--- config.mk ---
export PLATFORM = sky130hd
export DESIGN_NAME = perfmon_unit
export DESIGN_NICKNAME = d
export VERILOG_FILES = /design/src/rtl/perfmon_pkg.sv /design/src/rtl/pm_event_counter.sv /design/src/rtl/pm_cycle_counter.sv /design/src/rtl/pm_irq_combine.sv /design/src/rtl/perfmon_unit.sv
export SDC_FILE = /design/constraint.sdc
export NUM_CORES = 1
export LEC_CHECK = 0
export ABC_AREA = 1
export BUFFER_PORTS_ARGS = -buffer_cell sky130_fd_sc_hd__buf_2
export CAP_MARGIN = 20
export CORE_ASPECT_RATIO = 1.4
export CORE_MARGIN = 2
export CORE_UTILIZATION = 31
export CTS_BUF_LIST = sky130_fd_sc_hd__clkbuf_8
export DETAILED_ROUTE_END_ITERATION = 10
export MAX_ROUTING_LAYER = met4
export PLACE_DENSITY_LB_ADDON = 0.15
export REMOVE_ABC_BUFFERS = 1
export SLEW_MARGIN = 25
export SYNTH_ARGS = -nofsm -noshare
export SYNTH_HDL_FRONTEND = slang
export SYNTH_HIERARCHICAL = 1
export SYNTH_SLANG_ARGS = --single-unit
--- constraint.sdc ---
create_clock -name clk -period 6.1 [get_ports clk]
set_input_delay 0.915 -clock clk [delete_from_list [all_inputs] [get_ports clk]]
set_output_delay 0.915 -clock clk [all_outputs]
set_load 0.005 [all_outputs]
--- src/rtl/perfmon_pkg.sv ---
package perfmon_pkg;

  // Register address map (word addresses)
  localparam int unsigned ADR_GLB      = 0;
  localparam int unsigned ADR_CYC_LO   = 1;
  localparam int unsigned ADR_CYC_HI   = 2;
  localparam int unsigned ADR_CNT_BASE = 8;
  localparam int unsigned ADR_CTL_BASE = 16;

  // Global control; field order sets the bit positions (bit3 .. bit0)
  typedef struct packed {
    logic cyc_ce;     // condition enable for the cycle counter
    logic frz_on_cnd; // freeze all counters when the interrupt is signalled
    logic irq_en;     // global interrupt enable
    logic frz_all;    // freeze every counter
  } glb_ctl_t;

  localparam int unsigned GLB_W = $bits(glb_ctl_t);

  // A condition edge: top bit low before, high now
  function automatic logic top_bit_rose(input logic prev, input logic cur);
    return cur & ~prev;
  endfunction

endpackage

--- src/rtl/pm_event_counter.sv ---
module pm_event_counter #(
  parameter int CNT_W   = 32,
  parameter int NUM_EVT = 64,
  parameter int SEL_W   = $clog2(NUM_EVT),
  parameter int DATA_W  = 32
) (
  input  logic               clk,
  input  logic               rst_n,
  input  logic [NUM_EVT-1:0] events_i,
  input  logic               frz_all_i,
  input  logic               cnt_we_i,
  input  logic               ctl_we_i,
  input  logic [DATA_W-1:0]  wdata_i,
  output logic [CNT_W-1:0]   cnt_o,
  output logic [SEL_W+1:0]   ctl_o,
  output logic               cond_o
);
  import perfmon_pkg::*;

  localparam int MSB   = CNT_W - 1;
  localparam int CTL_W = SEL_W + 2;

  logic [SEL_W-1:0] sel_q;
  logic             lfrz_q;
  logic             ce_q;
  logic [CNT_W-1:0] cnt_q;
  logic             msb_d;

  // Next count given an increment request
  function automatic logic [CNT_W-1:0] bump(input logic [CNT_W-1:0] v, input logic en);
    return v + CNT_W'(en);
  endfunction

  // Named internal events
  logic evt_hit;
  logic count_en;
  logic msb_rise;

  assign evt_hit  = events_i[sel_q];
  assign count_en = evt_hit & ~lfrz_q & ~frz_all_i;
  assign msb_rise = top_bit_rose(msb_d, cnt_q[MSB]);

  always_ff @(posedge clk) begin
    if (!rst_n) begin
      sel_q  <= '0;
      lfrz_q <= 1'b0;
      ce_q   <= 1'b0;
      cnt_q  <= '0;
      msb_d  <= 1'b0;
    end else begin
      if (ctl_we_i) begin
        {ce_q, lfrz_q, sel_q} <= wdata_i[CTL_W-1:0];
      end
      if (cnt_we_i) begin
        cnt_q <= wdata_i[CNT_W-1:0];
      end else begin
        cnt_q <= bump(cnt_q, count_en);
      end
      msb_d <= cnt_q[MSB];
    end
  end

  assign cnt_o  = cnt_q;
  assign ctl_o  = {ce_q, lfrz_q, sel_q};
  assign cond_o = cnt_q[MSB] & ce_q;

  // without a write the count moves by zero or one
  assert_step_R2: assert property (@(posedge clk) disable iff (!rst_n)
    !cnt_we_i |=> ((cnt_q - $past(cnt_q)) <= CNT_W'(1)));

  // a frozen counter holds its value
  assert_frozen_hold_R6: assert property (@(posedge clk) disable iff (!rst_n)
    ((frz_all_i || lfrz_q) && !cnt_we_i) |=> $stable(cnt_q));

  // a write lands regardless of the event line
  assert_write_wins_R8: assert property (@(posedge clk) disable iff (!rst_n)
    cnt_we_i |=> (cnt_q == $past(wdata_i[CNT_W-1:0])));

  // the top bit rises by counting only from the value just below it
  assert_msb_edge_R3: assert property (@(posedge clk) disable iff (!rst_n)
    (msb_rise && !$past(cnt_we_i)) |-> ($past(cnt_q) == {1'b0, {(CNT_W-1){1'b1}}}));

endmodule

--- src/rtl/pm_cycle_counter.sv ---
module pm_cycle_counter #(
  parameter int CYC_W  = 64,
  parameter int DATA_W = 32
) (
  input  logic              clk,
  input  logic              rst_n,
  input  logic              frz_i,
  input  logic              lo_we_i,
  input  logic              hi_we_i,
  input  logic [DATA_W-1:0] wdata_i,
  output logic [CYC_W-1:0]  cnt_o
);
  localparam int HALF = CYC_W / 2;

  logic [CYC_W-1:0] cnt_q;
  logic [CYC_W-1:0] cnt_nxt;
  logic             any_we;

  function automatic logic [CYC_W-1:0] advance(input logic [CYC_W-1:0] v, input logic hold);
    return hold ? v : v + CYC_W'(1);
  endfunction

  assign any_we = lo_we_i | hi_we_i;

  always_comb begin
    cnt_nxt = advance(cnt_q, frz_i);
    if (lo_we_i) cnt_nxt[HALF-1:0]     = wdata_i[HALF-1:0];
    if (hi_we_i) cnt_nxt[CYC_W-1:HALF] = wdata_i[HALF-1:0];
  end

  always_ff @(posedge clk) begin
    if (!rst_n) cnt_q <= '0;
    else        cnt_q <= cnt_nxt;
  end

  assign cnt_o = cnt_q;

  // free-running increment when not frozen or written
  assert_cyc_run_R1: assert property (@(posedge clk) disable iff (!rst_n)
    (!frz_i && !any_we) |=> (cnt_q == $past(cnt_q) + CYC_W'(1)));

  // freeze-all holds the cycle counter
  assert_cyc_hold_R6: assert property (@(posedge clk) disable iff (!rst_n)
    (frz_i && !any_we) |=> $stable(cnt_q));

endmodule

--- src/rtl/pm_irq_combine.sv ---
module pm_irq_combine #(
  parameter int N = 9
) (
  input  logic [N-1:0] cond_i,
  input  logic         irq_en_i,
  input  logic         frz_on_cnd_i,
  output logic         irq_o,
  output logic         frz_req_o
);
  logic any_cond;

  assign any_cond  = |cond_i;
  assign irq_o     = any_cond & irq_en_i;
  assign frz_req_o = irq_o & frz_on_cnd_i;

endmodule

--- src/rtl/perfmon_unit.sv ---
module perfmon_unit #(
  parameter int NUM_CNT = 8,
  parameter int CNT_W   = 32,
  parameter int CYC_W   = 64,
  parameter int NUM_EVT = 64,
  parameter int DATA_W  = 32,
  parameter int ADDR_W  = 5
) (
  input  logic               clk,
  input  logic               rst_n,
  input  logic [NUM_EVT-1:0] events_i,
  input  logic               reg_we,
  input  logic [ADDR_W-1:0]  reg_addr,
  input  logic [DATA_W-1:0]  reg_wdata,
  output logic [DATA_W-1:0]  reg_rdata,
  output logic               irq_o
);
  import perfmon_pkg::*;

  localparam int SEL_W = $clog2(NUM_EVT);
  localparam int CTL_W = SEL_W + 2;
  localparam int HALF  = CYC_W / 2;
  localparam int NCND  = NUM_CNT + 1;

  glb_ctl_t         glb_q;
  logic             glb_we;
  logic             cyc_lo_we;
  logic             cyc_hi_we;
  logic [CYC_W-1:0] cyc_cnt;
  logic [NCND-1:0]  cond;
  logic             frz_req;
  logic             frz_eff;

  logic [CNT_W-1:0] cnt_arr [NUM_CNT];
  logic [CTL_W-1:0] ctl_arr [NUM_CNT];
  logic [NUM_CNT-1:0] cnt_we;
  logic [NUM_CNT-1:0] ctl_we;

  assign glb_we    = reg_we && (reg_addr == ADDR_W'(ADR_GLB));
  assign cyc_lo_we = reg_we && (reg_addr == ADDR_W'(ADR_CYC_LO));
  assign cyc_hi_we = reg_we && (reg_addr == ADDR_W'(ADR_CYC_HI));

  // Freeze acts in the same cycle the condition appears
  assign frz_eff = glb_q.frz_all | frz_req;

  pm_cycle_counter #(.CYC_W(CYC_W), .DATA_W(DATA_W)) u_cyc (
    .clk     (clk),
    .rst_n   (rst_n),
    .frz_i   (frz_eff),
    .lo_we_i (cyc_lo_we),
    .hi_we_i (cyc_hi_we),
    .wdata_i (reg_wdata),
    .cnt_o   (cyc_cnt)
  );

  assign cond[NUM_CNT] = cyc_cnt[CYC_W-1] & glb_q.cyc_ce;

  for (genvar g = 0; g < NUM_CNT; g++) begin : g_evt
    assign cnt_we[g] = reg_we && (reg_addr == ADDR_W'(ADR_CNT_BASE + g));
    assign ctl_we[g] = reg_we && (reg_addr == ADDR_W'(ADR_CTL_BASE + g));

    pm_event_counter #(
      .CNT_W(CNT_W), .NUM_EVT(NUM_EVT), .SEL_W(SEL_W), .DATA_W(DATA_W)
    ) u_cnt (
      .clk       (clk),
      .rst_n     (rst_n),
      .events_i  (events_i),
      .frz_all_i (frz_eff),
      .cnt_we_i  (cnt_we[g]),
      .ctl_we_i  (ctl_we[g]),
      .wdata_i   (reg_wdata),
      .cnt_o     (cnt_arr[g]),
      .ctl_o     (ctl_arr[g]),
      .cond_o    (cond[g])
    );
  end

  pm_irq_combine #(.N(NCND)) u_irq (
    .cond_i       (cond),
    .irq_en_i     (glb_q.irq_en),
    .frz_on_cnd_i (glb_q.frz_on_cnd),
    .irq_o        (irq_o),
    .frz_req_o    (frz_req)
  );

  // Global control: hardware freeze request overrides a software clear
  always_ff @(posedge clk) begin
    if (!rst_n) begin
      glb_q <= '0;
    end else begin
      if (glb_we) glb_q <= glb_ctl_t'(reg_wdata[GLB_W-1:0]);
      if (frz_req) glb_q.frz_all <= 1'b1;
    end
  end

  // Read mux
  always_comb begin
    reg_rdata = '0;
    if (reg_addr == ADDR_W'(ADR_GLB))    reg_rdata = DATA_W'(glb_q);
    if (reg_addr == ADDR_W'(ADR_CYC_LO)) reg_rdata = DATA_W'(cyc_cnt[HALF-1:0]);
    if (reg_addr == ADDR_W'(ADR_CYC_HI)) reg_rdata = DATA_W'(cyc_cnt[CYC_W-1:HALF]);
    for (int i = 0; i < NUM_CNT; i++) begin
      if (reg_addr == ADDR_W'(ADR_CNT_BASE + i)) reg_rdata = DATA_W'(cnt_arr[i]);
      if (reg_addr == ADDR_W'(ADR_CTL_BASE + i)) reg_rdata = DATA_W'(ctl_arr[i]);
    end
  end

  // a freeze request leaves freeze-all set
  assert_hw_freeze_R5: assert property (@(posedge clk) disable iff (!rst_n)
    frz_req |=> glb_q.frz_all);

  // no interrupt while the global enable is clear
  assert_irq_gate_R4: assert property (@(posedge clk) disable iff (!rst_n)
    !glb_q.irq_en |-> !irq_o);

  // the cycle counter does not move on an edge where the interrupt freezes
  assert_cyc_frozen_R5: assert property (@(posedge clk) disable iff (!rst_n)
    (frz_req && !cyc_lo_we && !cyc_hi_we) |=> $stable(cyc_cnt));

endmodule

Word-level counts from Yosys, hierarchy flattened. Index checks and enable logic that the tools add are counted.

Flip-flop bits (word level): 388. Input port bits: 104. Output and inout bits: 33. Word-level logic and storage cells: 182.

Add/subtract/negate cells: 9. Magnitude comparators: 8. Eq/ne operators: 20. Muxes and demuxes: 48. Bitwise logic cells: 37. Reductions and logical operators: 22.

Operator list (count): 32-bit 2-to-1 mux (28); 32-bit by 1-bit adder with 32-bit output (8); 64-bit by 1-bit adder with 64-bit output (second input constant) (1); 64-bit 2-to-1 mux (1); 6-bit by 7-bit < comparator with 1-bit output (second input constant) (8); 1-bit binary-select mux with 6-bit select (8); 5-bit by 4-bit equality test with 1-bit output (second input constant) (8); 5-bit equality test (second input constant) (8); 1-bit bitwise AND (27); 1-bit logical AND (19); 1-bit 2-to-1 mux (10); 1-bit NOT (9); 9-bit OR reduction (1); 5-bit by 1-bit equality test with 1-bit output (second input constant) (1); 5-bit by 2-bit equality test with 1-bit output (second input constant) (1); 5-bit logical NOT (1); 4-bit 2-to-1 mux (1); 2-bit inequality test (second input constant) (2); 2-bit nonzero test (1); 1-bit bitwise OR (1).

Logic depth before layout (Yosys ltp). Gate-level depths: netlist of run 1.

Depth after elaboration: 20. Gate-level depth with buffers: 22. Mapped depth without buffers: 22.

Cells and area by module. The synthesis of run 1 kept the hierarchy.

Modules (own cells, without submodules): pm_event_counter (instances 8, cells an instance 507, area each 3062.9 sq um, seq. area each 800.8 sq um); pm_cycle_counter (instances 1, cells an instance 834, area each 4835.9 sq um, seq. area each 1281.2 sq um); perfmon_unit (instances 1, cells an instance 702, area each 3499.6 sq um, seq. area each 80.1 sq um); pm_irq_combine (instances 1, cells an instance 15, area each 66.3 sq um, seq. area each 0.0 sq um).

Least setup slack after synthesis of run 1. No wires, ideal clock.

Kind: input to output. Start point: in reg_addr[4]. End point: out reg_rdata[7]. Data arrival time: 2136 ps. Required time: 5185 ps. Slack: 3049 ps. Cell stages on the path: 14. Buffers on the path: 2. Path through: buf_4 > inv_2 > buf_6 > nor2_4 > nand2_2 > nand2_4 > nor3b_1 > nand2_1 > nand2_1 > nand3_1 > nor2_1 > nand4_1 > a21oi_1 > nand3_1.

Cells in the longest elaborated chain, start to end: 19. Elaborated cells between the ends (all ways): 36. Classes of those cells: eq/ne (18); mux (18).

Ends and longest elaborated chain: start: declaration (RTL line perfmon_unit.sv:13) `input logic [ADDR_W-1:0] reg_addr,`; 5-bit by 1-bit equality test with 1-bit output (RTL line perfmon_unit.sv:100) `if (reg_addr == ADDR_W'(ADR_CYC_LO)) reg_rdata = DATA_W'(cyc_cnt[HALF-1:0]);`; 32-bit 2-to-1 mux (RTL line perfmon_unit.sv:100); 32-bit 2-to-1 mux (RTL line perfmon_unit.sv:101) `if (reg_addr == ADDR_W'(ADR_CYC_HI)) reg_rdata = DATA_W'(cyc_cnt[CYC_W-1:HALF]);`; 32-bit 2-to-1 mux (RTL line perfmon_unit.sv:103) `if (reg_addr == ADDR_W'(ADR_CNT_BASE + i)) reg_rdata = DATA_W'(cnt_arr[i]);`; 32-bit 2-to-1 mux (RTL line perfmon_unit.sv:104) `if (reg_addr == ADDR_W'(ADR_CTL_BASE + i)) reg_rdata = DATA_W'(ctl_arr[i]);`; 32-bit 2-to-1 mux (RTL line perfmon_unit.sv:103); 32-bit 2-to-1 mux (RTL line perfmon_unit.sv:104); 32-bit 2-to-1 mux (RTL line perfmon_unit.sv:103); [... 3 more ...]; 32-bit 2-to-1 mux (RTL line perfmon_unit.sv:103); 32-bit 2-to-1 mux (RTL line perfmon_unit.sv:104); 32-bit 2-to-1 mux (RTL line perfmon_unit.sv:103); 32-bit 2-to-1 mux (RTL line perfmon_unit.sv:104); 32-bit 2-to-1 mux (RTL line perfmon_unit.sv:103); 32-bit 2-to-1 mux (RTL line perfmon_unit.sv:104); 32-bit 2-to-1 mux (RTL line perfmon_unit.sv:103); 32-bit 2-to-1 mux (*) (RTL line perfmon_unit.sv:104); end: declaration (RTL line perfmon_unit.sv:15) `output logic [DATA_W-1:0] reg_rdata,`.

Every way passes the cells marked *; elsewhere a longest branch is shown, timed or not.

Worst setup path in the final report of run 1.
Start point: in reg_addr[4]. End point: out reg_rdata[1].

Cells in the longest elaborated chain, start to end: 20. Elaborated cells between the ends (all ways): 38. Classes of those cells: eq/ne (18); mux (19); reduce/logical (1).

Ends and longest elaborated chain: 5-bit logical NOT (RTL line perfmon_unit.sv:99) `if (reg_addr == ADDR_W'(ADR_GLB)) reg_rdata = DATA_W'(glb_q);`; 4-bit 2-to-1 mux (RTL line perfmon_unit.sv:99); 32-bit 2-to-1 mux (RTL line perfmon_unit.sv:100); 32-bit 2-to-1 mux (RTL line perfmon_unit.sv:101); 32-bit 2-to-1 mux (RTL line perfmon_unit.sv:103); 32-bit 2-to-1 mux (RTL line perfmon_unit.sv:104); 32-bit 2-to-1 mux (RTL line perfmon_unit.sv:103); 32-bit 2-to-1 mux (RTL line perfmon_unit.sv:104); [... 4 more ...]; 32-bit 2-to-1 mux (RTL line perfmon_unit.sv:103); 32-bit 2-to-1 mux (RTL line perfmon_unit.sv:104); 32-bit 2-to-1 mux (RTL line perfmon_unit.sv:103); 32-bit 2-to-1 mux (RTL line perfmon_unit.sv:104); 32-bit 2-to-1 mux (RTL line perfmon_unit.sv:103); 32-bit 2-to-1 mux (RTL line perfmon_unit.sv:104); 32-bit 2-to-1 mux (RTL line perfmon_unit.sv:103); 32-bit 2-to-1 mux (*) (RTL line perfmon_unit.sv:104).

Marks and branches as above.

==> results.sh, run 1 <==
export IMPL_io_buffers=136
export IMPL_drc=0
export IMPL_die_h_um=389
export IMPL_synth_cells=5607
export IMPL_rr_endpoint="g_evt[1].u_cnt/cnt_o[30]"
export IMPL_p_comb_share_pct=11.9
export IMPL_hp_start="g_evt[4].u_cnt/sel_q[5]"
export IMPL_p_sw_share_pct=31.7
export IMPL_ys_ff_latch=388
export IMPL_multi_input_area_um2=21500
export IMPL_wl_per_cell_um=23.2
export IMPL_hold_viol=0
export IMPL_leakage_nw=15.7
export IMPL_cp_top_family="simple AND/OR/NAND/NOR gates"
export IMPL_ys_flop_type="dfxtp_1"
export IMPL_finalCriticalPeriod_ns=4.28
export IMPL_seq_power_share_pct=42.6
export IMPL_ys_top_cells_by_area="dfxtp_1, nand2_1, nand3_1"
export IMPL_syn_to_final_growth_pct=9.15
export IMPL_cap_violations=0
export IMPL_clock_sinks=388
export IMPL_grt_max_degree=83
export IMPL_ant_nets=0
export IMPL_io_pins=137
export IMPL_vias_per_cell=5.30
export IMPL_crit_path_cell_trace="buf_2 -> inv_2 -> nand3_4 -> nor2_4 -> inv_2 -> or2_0 -> nand2_1 -> nand3_1 -> nand2_1 -> nand4_1 -> nand2_1 -> nand3_1 -> nand2_1 -> nand2_1 -> buf_2"
export IMPL_drive_gt1_share_pct=12.1
export IMPL_hp_class="reg -> reg"
export IMPL_status="completed"
export IMPL_synth_top_area_cell="dfxtp_1"
export IMPL_clock_skew_ns=0.0470
export IMPL_post_route_period_util_pct=70.1
export IMPL_htreeDepth=3
export IMPL_die_w_um=279
export IMPL_arrival_ns=3.36
export IMPL_path_buf_inv=4
export IMPL_clk_latency_ns=0.75
export IMPL_numCtsBuffers=75
export IMPL_cts_tree="yes"
export IMPL_fin_nets=5728
export IMPL_hold_end="g_evt[4].u_cnt/sel_q[5]"
export IMPL_hold_buffers=0
export IMPL_clk_pin_slew_worst_paths_ns=0.06
export IMPL_synthDominantCellAreaShare_pct=23.6
export IMPL_vdd_drop_max_mv=0.126
export IMPL_cp_slowest_cell="nor2_4"
export IMPL_p_per_area_nw_per_um2=174
export IMPL_gp_congestion=1.02
export IMPL_critPathMaxStageDelay_ns=0.67
export IMPL_reg2reg_depth=18
export IMPL_seqCellArea_um2=7770
export IMPL_cts_setup_buffers=0
export IMPL_synthDistinctLibCells=52
export IMPL_reg2reg_slack_ns=1.89
export IMPL_yosys_warnings=6
export IMPL_worstHoldPathCells=2
export IMPL_first_global_vias=35800
export IMPL_grt_pass1_wl_um=238000
export IMPL_p_clk_share_pct=45.5
export IMPL_critPathMaxFanout=33
export IMPL_worstPathRequired_ns=5.18
export IMPL_r2r_start="g_evt[1].u_cnt/sel_q[1]"
export IMPL_slew_headroom_pct=35.7
export IMPL_finalMaxSlewViolations=0
export IMPL_critical_path_class="in -> out"
export IMPL_first_pass_iters=6
export IMPL_core_area_um2=105000
export IMPL_drt_total_wl_um=163000
export IMPL_worst_pin_slew_ns=0.962
export IMPL_drt_iter0_markers=3525
export IMPL_nFillCells=11800
export IMPL_ctsResizeCount=0
export IMPL_rsz0062_at_grt="no"
export IMPL_final_util_pct=34.1
export IMPL_num_rows=141
export IMPL_grt_overflow_total=0
export IMPL_setup_violations=0
export IMPL_p_switching_mw=1.98
export IMPL_track_usage_pct=30.2
export IMPL_syn_area_um2=32900
export IMPL_cp_common_cell="nand2_1"
export IMPL_fmax_mhz=234
export IMPL_die_area_um2=109000
export IMPL_p_int_mw=4.27
export IMPL_clockRootBuffer="clkbuf_8"
export IMPL_route_vias_total=37200
export IMPL_cp_end_kind="primary output"
export IMPL_place_hpwl_um=120000
export IMPL_synth_edff_count=0
export IMPL_start_kind="input pin"
export IMPL_clockBufferDepth=3
export IMPL_ys_async_sr_fraction_pct=0
export IMPL_antenna_found_initial=11
export IMPL_syn_avg_cell_area_um2=5.87
export IMPL_start_util_pct=31.2
export IMPL_synth_seq_area_share_pct=23.6
export IMPL_tns_ns=0
cell families after synthesis:
kind of cell / synth area share [%]
buffers and inverters: 11.2
adders and majority gates: 0.646
xor gates and xnor gates: 4.13
and+or+nand+nor: 49.8
DFF: 23.6
AOI/OAI and AO/OA: 10.6
power by group through the flow:
stage               logic, mW  clock network (mW)  registers [mW]
floorplan               0.332                   0            2.69
global placement        0.725                   0            2.72
detailed placement      0.728                   0            2.72
CTS                     0.731                2.92            2.66
global route            0.801                3.00            2.67
finish                  0.743                2.85            2.66
worst max path at each step:
stage	from	endpoint	slack (ns)	depth (start not counted)
6_report	reg_addr[4]	reg_rdata[1]	1.82	15
2_1_floorplan	reg_addr[3]	u_cyc/cnt_o[40]	0.58	8
4_1_cts	reg_addr[4]	reg_rdata[7]	1.82	15
3_3_place_gp	reg_addr[4]	reg_rdata[7]	1.79	15
5_1_grt	reg_addr[4]	reg_rdata[7]	1.52	15
3_5_place_dp	reg_addr[4]	reg_rdata[7]	1.83	15
Yosys cell counts, drive strengths merged, types with 13 or more instances:
cell type     n
a21oi       179
a221oi       24
a31oi        13
buf         152
clkbuf       97
clkinv       33
dfxtp       388
ha           17
inv         598
nand2      1733
nand3       754
nand3b       26
nand4       100
nor2        745
nor3        111
nor3b        18
o211ai       64
o21ai       286
o22ai        23
or2          71
xnor2        63
xor2         92
placed cells by master (no fill, tap or decap), types with 71 or more instances in the layout:
cell and instances:
nor2_1 654, nand3_1 719, inv_2 71, buf_2 135
o21ai_0 221, a21oi_1 176, clkbuf_8 96, nand2_1 1674
inv_1 544, xor2_1 92, nand4_1 92, dfxtp_1 387
tightest hold or removal path: stages, from the launching register on:
cell and delay (ns):
dfxtp_1 0.33, inv_1 0.07, a21oi_1 0.06
layout make-up:
| cell class | count | area share [%] |
|---|---|---|
| diodes | 8 | 0.0557 |
| flip-flops and latches | 388 | 21.6 |
| multi-input cells | 4339 | 59.9 |
| inverters | 631 | 6.73 |
| well taps | 1358 | 4.73 |
| clock buffers | 96 | 3.68 |
| repair buffers | 172 | 2.70 |
| clock inverters | 33 | 0.585 |
sequential cells by signal, indices dropped and copies added (netlist names):
register            flops
g_evt.u_cnt/cnt_o     256
g_evt.u_cnt/lfrz_q      8
g_evt.u_cnt/ce_q        8
u_cyc/cnt_o            64
g_evt.u_cnt/sel_q      48
glb_q                   4
per-stage QoR:
stage,setup WS (ns),power (mW),hold WS [ns],cells,cell area (um^2)
CTS,1.82,6.32,0.503,7017,35900
global route,1.52,6.46,0.526,7022,35900
finish,1.82,6.25,0.506,7025,35900
detailed placement,1.83,3.45,0.494,6888,34400
floorplan,0.576,3.02,0.457,5358,31600
global placement,1.79,3.44,0.490,6888,34400
per-layer routing:
layer | wire, um | global-route usage [%] | up-vias
li1 | - | - | 18000
met1 | 63400 | 33.5 | 17500
met2 | 80600 | 52.4 | 1349
met3 | 8820 | 3.27 | 381
met4 | 10400 | 17.6 | 0
met5 | 0 | - | -
Power figures use the tool's default switching activity.
==> inputs of run 2 (changes only) <==
==> constraint.sdc (replaced) <==
create_clock -name clk -period 3.6 [get_ports clk]
set_input_delay 0.54 -clock clk [delete_from_list [all_inputs] [get_ports clk]]
set_output_delay 0.54 -clock clk [all_outputs]
set_load 0.005 [all_outputs]
==> results.sh, run 2 (synthesis results as in run 1) <==
export IMPL_status="completed"
export IMPL_syn_to_final_growth_pct=13.6
export IMPL_seqCellArea_um2=7770
export IMPL_power_mw=10.6
export IMPL_vias_per_cell=5.25
export IMPL_first_pass_iters=6
export IMPL_drive_gt1_share_pct=14.7
export IMPL_clockBufferDepth=3
export IMPL_clockRootBuffer="clkbuf_8"
export IMPL_ant_nets=0
export IMPL_fmax_mhz=289
export IMPL_rr_endpoint="g_evt[5].u_cnt/cnt_o[23]"
export IMPL_worstPathRequired_ns=3.06
export IMPL_grt_max_degree=54
export IMPL_leakage_nw=16.5
export IMPL_hold_viol=0
export IMPL_track_usage_pct=30.2
export IMPL_layout_commonest_cell="nand2_1"
export IMPL_antenna_found_initial=3
export IMPL_wl_per_cell_um=22.7
export IMPL_cp_end_kind="primary output"
export IMPL_io_pins=137
export IMPL_start_util_pct=31.2
export IMPL_place_inst=7043
export IMPL_largest_register_ffs=256
export IMPL_drt_total_wl_um=163000
export IMPL_route_vias_total=37700
export IMPL_critical_path_class="in -> out"
export IMPL_grt_pass1_wl_um=239000
export IMPL_numCtsBuffers=76
export IMPL_gp_congestion=0.968
export IMPL_vdd_drop_max_mv=0.214
export IMPL_fin_nets=5895
export IMPL_first_global_vias=36100
export IMPL_whs_ns=0.321
export IMPL_cts_tree="yes"
export IMPL_cap_violations=0
export IMPL_hp_class="in -> reg"
export IMPL_reg2reg_slack_ns=0.16
export IMPL_start_kind="input pin"
export IMPL_finalMaxSlewViolations=0
export IMPL_clk_pin_slew_worst_paths_ns=0.06
export IMPL_dpl_instance_area_um2=35700
export IMPL_drt_iter0_markers=3274
export IMPL_die_area_um2=109000
export IMPL_final_cell_mix="nand2_1, nand3_1, nor2_1"
export IMPL_critPathCapture="reg_rdata[23]"
export IMPL_startpoint="reg_addr[0]"
export IMPL_die_w_um=279
export IMPL_htreeDepth=3
export IMPL_setup_violations=0
export IMPL_worst_pin_slew_ns=0.976
export IMPL_slew_headroom_pct=34.8
export IMPL_clock_sinks=388
export IMPL_r2r_start="g_evt[6].u_cnt/cnt_o[31]"
export IMPL_place_hpwl_um=123000
export IMPL_num_rows=141
export IMPL_drc=0
export IMPL_core_area_um2=105000
export IMPL_die_h_um=389
export IMPL_final_util_pct=35.5
export IMPL_p_per_area_nw_per_um2=283
export IMPL_final_area_um2=37400
export IMPL_critPathMaxFanout=28
export IMPL_finalCriticalPeriod_ns=3.46
export IMPL_io_buffers=136
export IMPL_rsz0062_at_grt="no"
export IMPL_instances_no_fill=7190
export IMPL_clk_latency_ns=0.71
export IMPL_multi_input_area_um2=21600
export IMPL_arrival_ns=2.92
export IMPL_reg2reg_depth=19
export IMPL_clock_skew_ns=0.0249
export IMPL_post_route_period_util_pct=96.1
export IMPL_nFillCells=11800
export IMPL_grt_overflow_total=0
-- run 2: cell types whose count changed in the layout (fill, tap and decap cells not counted), sizes merged --
cell,change
buf,+166
inv,+6
clkinv,-7
clkbuf,+5
diode,-5
clkinvlp,+2
bufinv,-2
-- run 2: worst min-delay path by stage --
stage / from / endpoint / depth (start not counted)
floorplan: g_evt[4].u_cnt/sel_q[5] / g_evt[4].u_cnt/sel_q[5] / 2
global placement: g_evt[5].u_cnt/sel_q[5] / g_evt[5].u_cnt/sel_q[5] / 2
detailed placement: g_evt[7].u_cnt/sel_q[5] / g_evt[7].u_cnt/sel_q[5] / 2
CTS: rst_n / g_evt[1].u_cnt/cnt_o[16] / 3
global route: rst_n / g_evt[4].u_cnt/cnt_o[16] / 3
finish: rst_n / g_evt[4].u_cnt/cnt_o[16] / 3
-- run 2: cell type report --
class | instances | area share (%)
clock buffers | 101 | 3.72
repair buffers | 338 | 6.39
multi-input cells | 4339 | 57.7
flip-flops and latches | 388 | 20.8
diodes | 3 | 0.0201
inverters | 631 | 6.47
well taps | 1358 | 4.54
clock inverters | 32 | 0.361
-- run 2: timing repair --
item | 4_1_cts | 5_1_grt
hold buffers | 0 | 0
cloned | 0 | 0
setup endpoints to repair | 32 | 96
setup buffers | 2 | 9
resized for setup | 5 | 15
pin swaps | 2 | 6
-- run 2: through the flow --
stage / setup TNS, ns / worst slack (ns)
after floorplan: -69.73 / -1.55
after global placement: -0.949 / -0.146
after detailed placement: -1.52 / -0.146
after CTS: 0 / 0.00564
after global routing: 0 / 0.00507
final: 0 / 0.139
-- run 2: critical path, cell delays in order --
cell      delay, ns
buf_2          0.20
inv_1          0.12
nand2_4        0.07
nor2_2         0.06
buf_12         0.19
nand3_1        0.09
nand2_1        0.11
a21oi_1        0.37
buf_4          0.21
nand3_1        0.06
buf_4          0.16
a221oi_2       0.31
nand4_1        0.21
buf_2          0.19
-- run 2: power breakdown --
group	total (mW)	internal (mW)	switching (mW)
combinational	1.36	0.392	0.970
clock	4.71	2.49	2.23
sequential	4.50	4.38	0.117
-- run 2: metal layers --
metal / vias up / GRT usage, % / wire (um)
li1: 18400 / - / -
met2: 1259 / 52.9 / 81400
met1: 17700 / 33.2 / 63900
met4: 0 / 17.7 / 10600
met5: - / - / 0
met3: 387 / 2.96 / 7510
